## src/rtl/vls_pkg.sv

```systemverilog
package vls_pkg;
  parameter int unsigned SV_W = 7;

  typedef logic [SV_W-1:0] svfield_t;

  typedef struct packed {
    svfield_t vl;
    svfield_t mvl;
    svfield_t step;
  } svstate_t;

  typedef enum logic {ST_IDLE = 1'b0, ST_LOOP = 1'b1} seq_st_e;
endpackage

```

## src/rtl/vls_state.sv

```systemverilog
module vls_state
  import vls_pkg::*;
(
  input  logic     clk,
  input  logic     rst_n,
  input  logic     trap_enter,
  input  logic     trap_return,
  input  logic     setvl_en,
  input  svfield_t setvl_vl,
  input  svfield_t setvl_mvl,
  input  logic     step_inc,
  input  logic     step_zero,
  output svstate_t cur_o,
  output svstate_t save_o
);
  svstate_t cur_q, cur_d, save_q, save_d;
  logic     cur_en, save_en;
  svfield_t vl_clamped;

  assign vl_clamped = (setvl_vl > setvl_mvl) ? setvl_mvl : setvl_vl;

  always_comb begin
    cur_d   = cur_q;
    save_d  = save_q;
    cur_en  = 1'b0;
    save_en = 1'b0;
    if (trap_enter) begin
      save_d  = cur_q;
      save_en = 1'b1;
    end else if (trap_return) begin
      cur_d  = save_q;
      cur_en = 1'b1;
    end else if (setvl_en) begin
      cur_d.vl   = vl_clamped;
      cur_d.mvl  = setvl_mvl;
      cur_d.step = '0;
      cur_en     = 1'b1;
    end else if (step_zero) begin
      cur_d.step = '0;
      cur_en     = 1'b1;
    end else if (step_inc) begin
      cur_d.step = cur_q.step + svfield_t'(1);
      cur_en     = 1'b1;
    end
  end

  always_ff @(posedge clk or negedge rst_n) begin
    if (!rst_n) begin
      cur_q  <= '0;
      save_q <= '0;
    end else begin
      if (cur_en)  cur_q  <= cur_d;
      if (save_en) save_q <= save_d;
    end
  end

  assign cur_o  = cur_q;
  assign save_o = save_q;
endmodule

```

## src/rtl/vls_remap.sv

```systemverilog
module vls_remap
  import vls_pkg::*;
#(
  parameter int unsigned NOPS  = 3,
  parameter int unsigned REG_W = 7
) (
  input  logic [NOPS*REG_W-1:0] base_i,
  input  logic [NOPS-1:0]       vec_i,
  input  svfield_t              step_i,
  output logic [NOPS*REG_W-1:0] regs_o
);
  localparam int unsigned SUM_W = (REG_W > SV_W) ? REG_W : SV_W;

  for (genvar g = 0; g < NOPS; g++) begin : g_op
    logic [SUM_W-1:0] sum;
    assign sum = SUM_W'(base_i[g*REG_W +: REG_W]) + SUM_W'(step_i);
    assign regs_o[g*REG_W +: REG_W] = vec_i[g] ? sum[REG_W-1:0]
                                               : base_i[g*REG_W +: REG_W];
  end
endmodule

```

## src/rtl/vls_ctrl.sv

```systemverilog
module vls_ctrl
  import vls_pkg::*;
#(
  parameter int unsigned NOPS  = 3,
  parameter int unsigned REG_W = 7,
  parameter int unsigned TAG_W = 8
) (
  input  logic                  clk,
  input  logic                  rst_n,
  input  logic                  dec_valid,
  input  logic [NOPS*REG_W-1:0] dec_base,
  input  logic [NOPS-1:0]       dec_vec,
  input  logic [TAG_W-1:0]      dec_tag,
  input  logic                  iss_ready,
  input  logic                  trap_enter,
  input  logic                  trap_return,
  input  logic                  setvl_we,
  input  svstate_t              cur,
  output logic                  dec_ready,
  output logic                  iss_valid,
  output logic                  iss_last,
  output logic                  setvl_en,
  output logic                  step_inc,
  output logic                  step_zero,
  output logic                  insn_done,
  output logic [NOPS*REG_W-1:0] lat_base,
  output logic [NOPS-1:0]       lat_vec,
  output logic [TAG_W-1:0]      lat_tag
);
  seq_st_e st_q, st_d;
  logic    done_q, done_d;
  logic    idle, trap_any, accept, vl_zero, fire;
  logic [SV_W:0] step_plus;

  logic [NOPS*REG_W-1:0] base_q;
  logic [NOPS-1:0]       vec_q;
  logic [TAG_W-1:0]      tag_q;

  assign idle      = (st_q == ST_IDLE);
  assign trap_any  = trap_enter | trap_return;
  assign dec_ready = idle & ~trap_any & ~setvl_we;
  assign setvl_en  = setvl_we & idle & ~trap_any;
  assign accept    = dec_valid & dec_ready;
  assign vl_zero   = (cur.vl == '0);
  assign step_plus = {1'b0, cur.step} + {{SV_W{1'b0}}, 1'b1};
  assign iss_last  = (step_plus >= {1'b0, cur.vl});
  assign iss_valid = ~idle & ~trap_any;
  assign fire      = iss_valid & iss_ready;
  assign step_inc  = fire & ~iss_last;
  assign step_zero = (fire & iss_last) | (accept & vl_zero);

  always_comb begin
    st_d   = st_q;
    done_d = 1'b0;
    if (trap_any) begin
      st_d = ST_IDLE;
    end else if (accept) begin
      if (vl_zero) done_d = 1'b1;
      else         st_d   = ST_LOOP;
    end else if (fire && iss_last) begin
      st_d   = ST_IDLE;
      done_d = 1'b1;
    end
  end

  always_ff @(posedge clk or negedge rst_n) begin
    if (!rst_n) begin
      st_q   <= ST_IDLE;
      done_q <= 1'b0;
    end else begin
      st_q   <= st_d;
      done_q <= done_d;
    end
  end

  always_ff @(posedge clk or negedge rst_n) begin
    if (!rst_n) begin
      base_q <= '0;
      vec_q  <= '0;
      tag_q  <= '0;
    end else if (accept) begin
      base_q <= dec_base;
      vec_q  <= dec_vec;
      tag_q  <= dec_tag;
    end
  end

  assign insn_done = done_q;
  assign lat_base  = base_q;
  assign lat_vec   = vec_q;
  assign lat_tag   = tag_q;
endmodule

```

## src/rtl/vloop_seq.sv

```systemverilog
module vloop_seq
  import vls_pkg::*;
#(
  parameter int unsigned NOPS  = 3,
  parameter int unsigned REG_W = 7,
  parameter int unsigned TAG_W = 8
) (
  input  logic                  clk,
  input  logic                  rst_n,
  input  logic                  dec_valid,
  output logic                  dec_ready,
  input  logic [NOPS*REG_W-1:0] dec_base,
  input  logic [NOPS-1:0]       dec_vec,
  input  logic [TAG_W-1:0]      dec_tag,
  output logic                  iss_valid,
  input  logic                  iss_ready,
  output logic [NOPS*REG_W-1:0] iss_regs,
  output logic [TAG_W-1:0]      iss_tag,
  output logic [SV_W-1:0]       iss_step,
  output logic                  iss_last,
  output logic                  insn_done,
  input  logic                  setvl_we,
  input  logic [SV_W-1:0]       setvl_vl,
  input  logic [SV_W-1:0]       setvl_mvl,
  input  logic                  trap_enter,
  input  logic                  trap_return,
  output logic [SV_W-1:0]       sv_vl,
  output logic [SV_W-1:0]       sv_mvl,
  output logic [SV_W-1:0]       sv_step,
  output logic [SV_W-1:0]       sav_vl,
  output logic [SV_W-1:0]       sav_mvl,
  output logic [SV_W-1:0]       sav_step
);
  svstate_t              cur, save;
  logic                  setvl_en, step_inc, step_zero;
  logic [NOPS*REG_W-1:0] lat_base;
  logic [NOPS-1:0]       lat_vec;

  vls_ctrl #(.NOPS(NOPS), .REG_W(REG_W), .TAG_W(TAG_W)) u_ctrl (
    .clk(clk), .rst_n(rst_n),
    .dec_valid(dec_valid), .dec_base(dec_base), .dec_vec(dec_vec), .dec_tag(dec_tag),
    .iss_ready(iss_ready), .trap_enter(trap_enter), .trap_return(trap_return),
    .setvl_we(setvl_we), .cur(cur),
    .dec_ready(dec_ready), .iss_valid(iss_valid), .iss_last(iss_last),
    .setvl_en(setvl_en), .step_inc(step_inc), .step_zero(step_zero),
    .insn_done(insn_done), .lat_base(lat_base), .lat_vec(lat_vec), .lat_tag(iss_tag)
  );

  vls_state u_state (
    .clk(clk), .rst_n(rst_n),
    .trap_enter(trap_enter), .trap_return(trap_return),
    .setvl_en(setvl_en), .setvl_vl(setvl_vl), .setvl_mvl(setvl_mvl),
    .step_inc(step_inc), .step_zero(step_zero),
    .cur_o(cur), .save_o(save)
  );

  vls_remap #(.NOPS(NOPS), .REG_W(REG_W)) u_remap (
    .base_i(lat_base), .vec_i(lat_vec), .step_i(cur.step), .regs_o(iss_regs)
  );

  assign iss_step = cur.step;
  assign sv_vl    = cur.vl;
  assign sv_mvl   = cur.mvl;
  assign sv_step  = cur.step;
  assign sav_vl   = save.vl;
  assign sav_mvl  = save.mvl;
  assign sav_step = save.step;
endmodule

```

## config.mk

```make
export PLATFORM = sky130hd
export DESIGN_NAME = vloop_seq
export DESIGN_NICKNAME = d
export VERILOG_FILES = /design/src/rtl/vls_pkg.sv /design/src/rtl/vls_state.sv /design/src/rtl/vls_remap.sv /design/src/rtl/vls_ctrl.sv /design/src/rtl/vloop_seq.sv
export SDC_FILE = /design/constraint.sdc
export NUM_CORES = 1
export LEC_CHECK = 0
export BUFFER_PORTS_ARGS = -buffer_cell sky130_fd_sc_hd__buf_2
export CAP_MARGIN = 25
export CORE_UTILIZATION = 33
export DETAILED_ROUTE_END_ITERATION = 16
export PLACE_DENSITY = 0.54
export RECOVER_POWER = 50
export SYNTH_ARGS = -nofsm -noshare
export SYNTH_HDL_FRONTEND = slang
export SYNTH_SLANG_ARGS = --single-unit
```

## constraint.sdc

```tcl
create_clock -name clk -period 6.25 [get_ports clk]
set_input_delay 1.5625 -clock clk [delete_from_list [all_inputs] [get_ports clk]]
set_output_delay 1.5625 -clock clk [all_outputs]
set_load 0.01 [all_outputs]
```

After elaboration in Yosys (flattened, before gate mapping)
Index checks and enable logic that the tools add are counted.
Widths: inputs -> output; s select.
Word-level totals
  register bits after elaboration: 76
  output and inout port bits: 82
  bits of input ports: 53
Cells by class
  $add $sub $neg: 5
  reductions and logical operators: 9
  mux-type cells: 23
  magnitude comparators: 2
  eq/ne operators: 1
  bitwise gates (word level): 17
Operators by type and width (count)
  $mux 7: 7
  $add 7x7->7: 3
  $mux 21: 1
  $mux 1: 14
  $mux 14: 1
  $and 1x1->1: 10
  $add 7x1->8 const B: 1
  $ge 8x7->1: 1
  $add 7x1->7 const B: 1
  $gt 7x7->1: 1
  $logic_not 7->1: 1
  $reduce_and 3->1: 2
  $not 1->1: 5
  $reduce_and 2->1: 2
  $reduce_bool 4->1: 1
  $ne 3x2->1 const B: 1
  $reduce_bool 3->1: 1
  $or 1x1->1: 2
  $reduce_bool 2->1: 1
  $logic_and 1x1->1: 1

Longest topological paths before layout
  word-level depth: 12
  gate-level depth with buffers: 11

Modules after synthesis
From an unflattened synthesis, not the netlist that was laid out.
Second synthesis, totals
  cell total of the unflattened synthesis: 459
  area, all modules: 4914.7 um^2
Modules (own cells, without submodules)
  vls_state: area each 2124.5 um^2, cells an instance 209, times used 1
  vls_ctrl: area each 1721.7 um^2, cells an instance 117, times used 1
  vls_remap: area each 1016.0 um^2, cells an instance 126, times used 1
  vloop_seq: area each 52.6 um^2, cells an instance 7, times used 1

Worst setup path after synthesis
Ideal clock, no wire load.
  path kind: input-to-output
  from: in trap_enter
  to: out iss_valid
  data arrival time: 2.303 ns
  required time: 4.688 ns
  stages: 3
  path buffers: 2
  path slack: 2.385 ns
  path through: clkbuf_1 -> clkbuf_1 -> nor3b_1
On the way
  word-level cells in the longest chain between the ends: 3
Ends and longest elaborated chain
  start: declaration: line vloop_seq.sv:25  | input logic trap_enter,
  $or 1x1->1: line vls_ctrl.sv:40  | assign trap_any = trap_enter | trap_return;
  $not 1->1: line vls_ctrl.sv:47  | assign iss_valid = ~idle & ~trap_any;
  $and 1x1->1: line vls_ctrl.sv:47
  end: declaration: line vloop_seq.sv:15  | output logic iss_valid,
No other way between the ends.

Final worst setup path
Same ends and word-level chain as after synthesis.

==> run_results.csv <==
group,metric,value,unit
routing,totalWireLength,13300,um
global_route,largest_net_degree_at_the_start_of_global_routing,77,
routing,postRouteAntennaNets,0,
logic_synthesis,synth.ff_latch_count,76,
logic_synthesis,yosysSeqAreaShare,39.1,%
min_path,timing.hold.worst.start,"u_ctrl.lat_tag[1]$_DFFE_PN0P_",
power_and_ir_drop,pwr_dens,401,nW/um2
die,die_h,123,um
setup_path,reg2reg_from,"u_state.cur_o[0]$_DFFE_PN0P_",
cells_and_area,final.fill_count,1465,
cells_and_area,num-nets-final,679,
setup_path,worst-setup-path-type,"input port to output port",
logic_synthesis,postSynthAreaPerCell,10.4,um2
power_and_ir_drop,ir_worst_vdd,0.145,mV
clocking,tritoncts,"built",
min_path,hold_class,"register to register",
setup_path,worst_r2r_dst,"u_state.cur_o[5]$_DFFE_PN0P_",
logic_synthesis,commonest_cells_post_synth,"76 x dfrtp_1, 62 x mux2_2, 35 x inv_1, 33 x ha_1, 30 x a21oi_1",
sta,max_clock_skew,0.00699,ns
clocking,cts_inserted_buffers,9,
clocking,cts-resized-gates,0,
clocking,cts.clk_slew.worst_paths,0.06,ns
logic_synthesis,number_of_flops_mapped_to_enable_cells_by_yosys,0,
min_path,hold_ep,"u_ctrl.lat_tag[1]$_DFFE_PN0P_",
routing,first_pass_iters,4,
logic_synthesis,netlist_top_cells_area,"dfrtp_1 39%, mux2_2 14%, ha_1 8.5%",
placed_design,gp_routability_congestion,0.834,
setup_path,setup.worst_path.end_class,"output port",
logic_synthesis,post-synth-top-area-cell,"dfrtp_1",
logic_synthesis,fraction_of_synthesized_cell_area_taken_by_the_top_area_cell_type,39.1,%
logic_synthesis,post-synth-top-count-cell,"dfrtp_1",
cells_and_area,final_layout_size_suffix_gt1_share,33.3,%
die,initial_utilization,33.6,%
logic_synthesis,synth_async_sr_flop_share,100,%
routing,detailroute.via_count,4100,
cells_and_area,post_layout_nonfiller_instances,779,
setup_path,worst_path_dominant_cell_family,"buffers and inverters",
sta,period_minus_slack,4.97,ns
cells_and_area,area_growth_syn_to_layout,22.4,%
setup_path,timing.critical_path.slowest_cell_delay,1.45,ns
routing,route.detailed.wl_per_inst,17.1,um
setup_path,buffering_stage_count_on_the_worst_path_with_inverters_included,2,
min_path,whs_path_depth,1,
clocking,clk_path_buf_depth,2,
sta,timing_worst_slew_pin_value,2.07,ns
placed_design,dp_slack,2.16,ns
clocking,postCtsSetupRepairBufs,0,
logic_synthesis,yosys_warnings,0,
routing,drt_first_iter_violations,186,
routing,route.detailed.drc,0,
logic_synthesis,post_syn_instances,470,
clocking,clock_insertion_delay_worst_skew,0.34,ns
setup_path,critical_path.slowest_cell,"clkbuf_1",
clocking,ctsRootBufferMaster,"clkbuf_16",
global_route,via_count_of_the_first_global_routing_pass,4017,
die,std_cell_rows,44,
logic_synthesis,postSynthNetCount,559,
clocking,cts.sinks,76,
placed_design,place.detailed.instances,762,
sta,finalHoldViolCount,0,
setup_path,crit_arrival,3.41,ns
logic_synthesis,synth_flop_cell,"dfrtp_1",
logic_synthesis,netlist-cell-type-count,49,
global_route,overflow,0,
die,die_width,123,um
setup_path,crit_path_max_fanout,41,
job,max_cap_viol_count,1,
power_and_ir_drop,cellLeakagePower,2.80,nW
cells_and_area,sequential_cell_area,1900,um2
setup_path,startpoint,"trap_enter",
cells_and_area,postLayoutCoreUtil,41.1,%
die,top_level_ports,135,
sta,fin_setup_tns,0,ns
setup_path,critPathRequiredTime,4.69,ns
die,die-area,15200,um2
setup_path,reg2reg_depth,11,
setup_path,timing.critical_path.from_type,"input port",
cells_and_area,multi_input_comb_area,2690,um2
clocking,postCtsHoldBufs,0,
placed_design,hpwl,9470,um
sta,setup_slack,1.28,ns
sta,relSlewSlack,-38.2,%
sta,report.final.setup_viol,0,
setup_path,ff2ff_setup_slack,3.09,ns
sta,final.period_utilization,79.6,%
die,fp.coreArea,14500,um2
routing,vias_per_cell,5.26,
sta,final-max-slew-violation-count,42,
placed_design,buffer_ports.inserted,134,
run_status,run_status,"finished with violations",
global_route,grt_first_pass_wirelength,20800,um
global_route,grt_use_total,18.0,%
global_route,initial_antenna_violation_count,0,
setup_path,cell_chain_of_the_critical_path,"clkbuf_1 -> nor3b_1 -> buf_2",
sta,maxClockFrequency,201,MHz
logic_synthesis,syn-cell-area,4860,um2
sta,grt_setup_unrepaired,"false",
clocking,cts_max_level,3,
run_status,violations,"capacitance limit, slew limit",
cells_and_area,diodes,0,
metrics by stage:
step                      total power [mW]  instance area (um2)  hold slack (ns)
after floorplan                       1.48                 4860            0.500
after global placement                1.83                 5640            0.486
after detailed placement              1.86                 5650            0.492
after CTS                             2.42                 5960            0.507
after global routing                  2.57                 5950            0.530
final                                 2.39                 5950            0.507
metal layers:
metal | vias up | GRT usage [%] | wire, um
met5 | - | 0 | 0
met4 | 0 | 6.63 | 209
met3 | 17 | 4.06 | 802
met2 | 119 | 28.6 | 6100
met1 | 2001 | 23.7 | 6180
li1 | 1963 | - | -
placed cells by master, fill, tap and decap left out, types with 7 or more instances in the layout:
| master | synthesis | routed |
|---|---|---|
| buf_2 | 5 | 112 |
| dfrtp_1 | 76 | 76 |
| mux2_2 | 62 | 62 |
| inv_1 | 35 | 35 |
| ha_1 | 33 | 33 |
| a21oi_1 | 30 | 30 |
| clkbuf_1 | 15 | 22 |
| o21ai_0 | 21 | 21 |
| nand2_1 | 16 | 16 |
| nor2_1 | 12 | 12 |
| o211ai_1 | 12 | 12 |
| xnor2_1 | 11 | 11 |
| nor3_1 | 11 | 11 |
| mux2i_1 | 11 | 11 |
| nand3_1 | 10 | 10 |
| a21o_1 | 9 | 9 |
| clkbuf_16 | 0 | 9 |
| or3_1 | 8 | 8 |
| a31oi_1 | 7 | 7 |
power by group:
group,switching (mW),internal [mW]
Clock,0.227,0.315
Sequential,0.174,0.617
Combinational,0.552,0.503
sequential cells by signal, indices dropped and copies added (netlist names):
name	flops
u_ctrl.insn_done	1
u_ctrl.lat_base	21
u_ctrl.lat_tag	8
u_ctrl.lat_vec	3
u_ctrl.st_q	1
u_state.cur_o	21
u_state.save_o	21
layout make-up:
cell class                      instances  area share (%)
Clock buffer                            9            3.78
Clock inverter                          7            1.39
Inverter                               35            2.21
Tap cell                              184            3.87
Timing Repair Buffer                  138            11.6
Sequential cell                        76            31.9
Multi-Input combinational cell        330            45.2
cells by family after synthesis:
kind of cell	after synthesis	synth area share, %
AOI/OAI and AO/OA	113	15.5
xor gates and xnor gates	13	2.34
adders and majority gates	36	9.72
buffers and inverters	64	5.61
DFF	76	39.1
muxes	73	16.6
and+or+nand+nor	95	11.2
worst max path at each step:
stage / slack [ns] / cells after the start / end
floorplan: 2.38 / 3 / iss_valid
global placement: 2.17 / 3 / iss_valid
detailed placement: 2.16 / 3 / dec_ready
CTS: 1.92 / 8 / iss_regs[13]
global route: 1.13 / 3 / iss_valid
finish: 1.28 / 3 / iss_valid
Power figures use the tool's default switching activity.
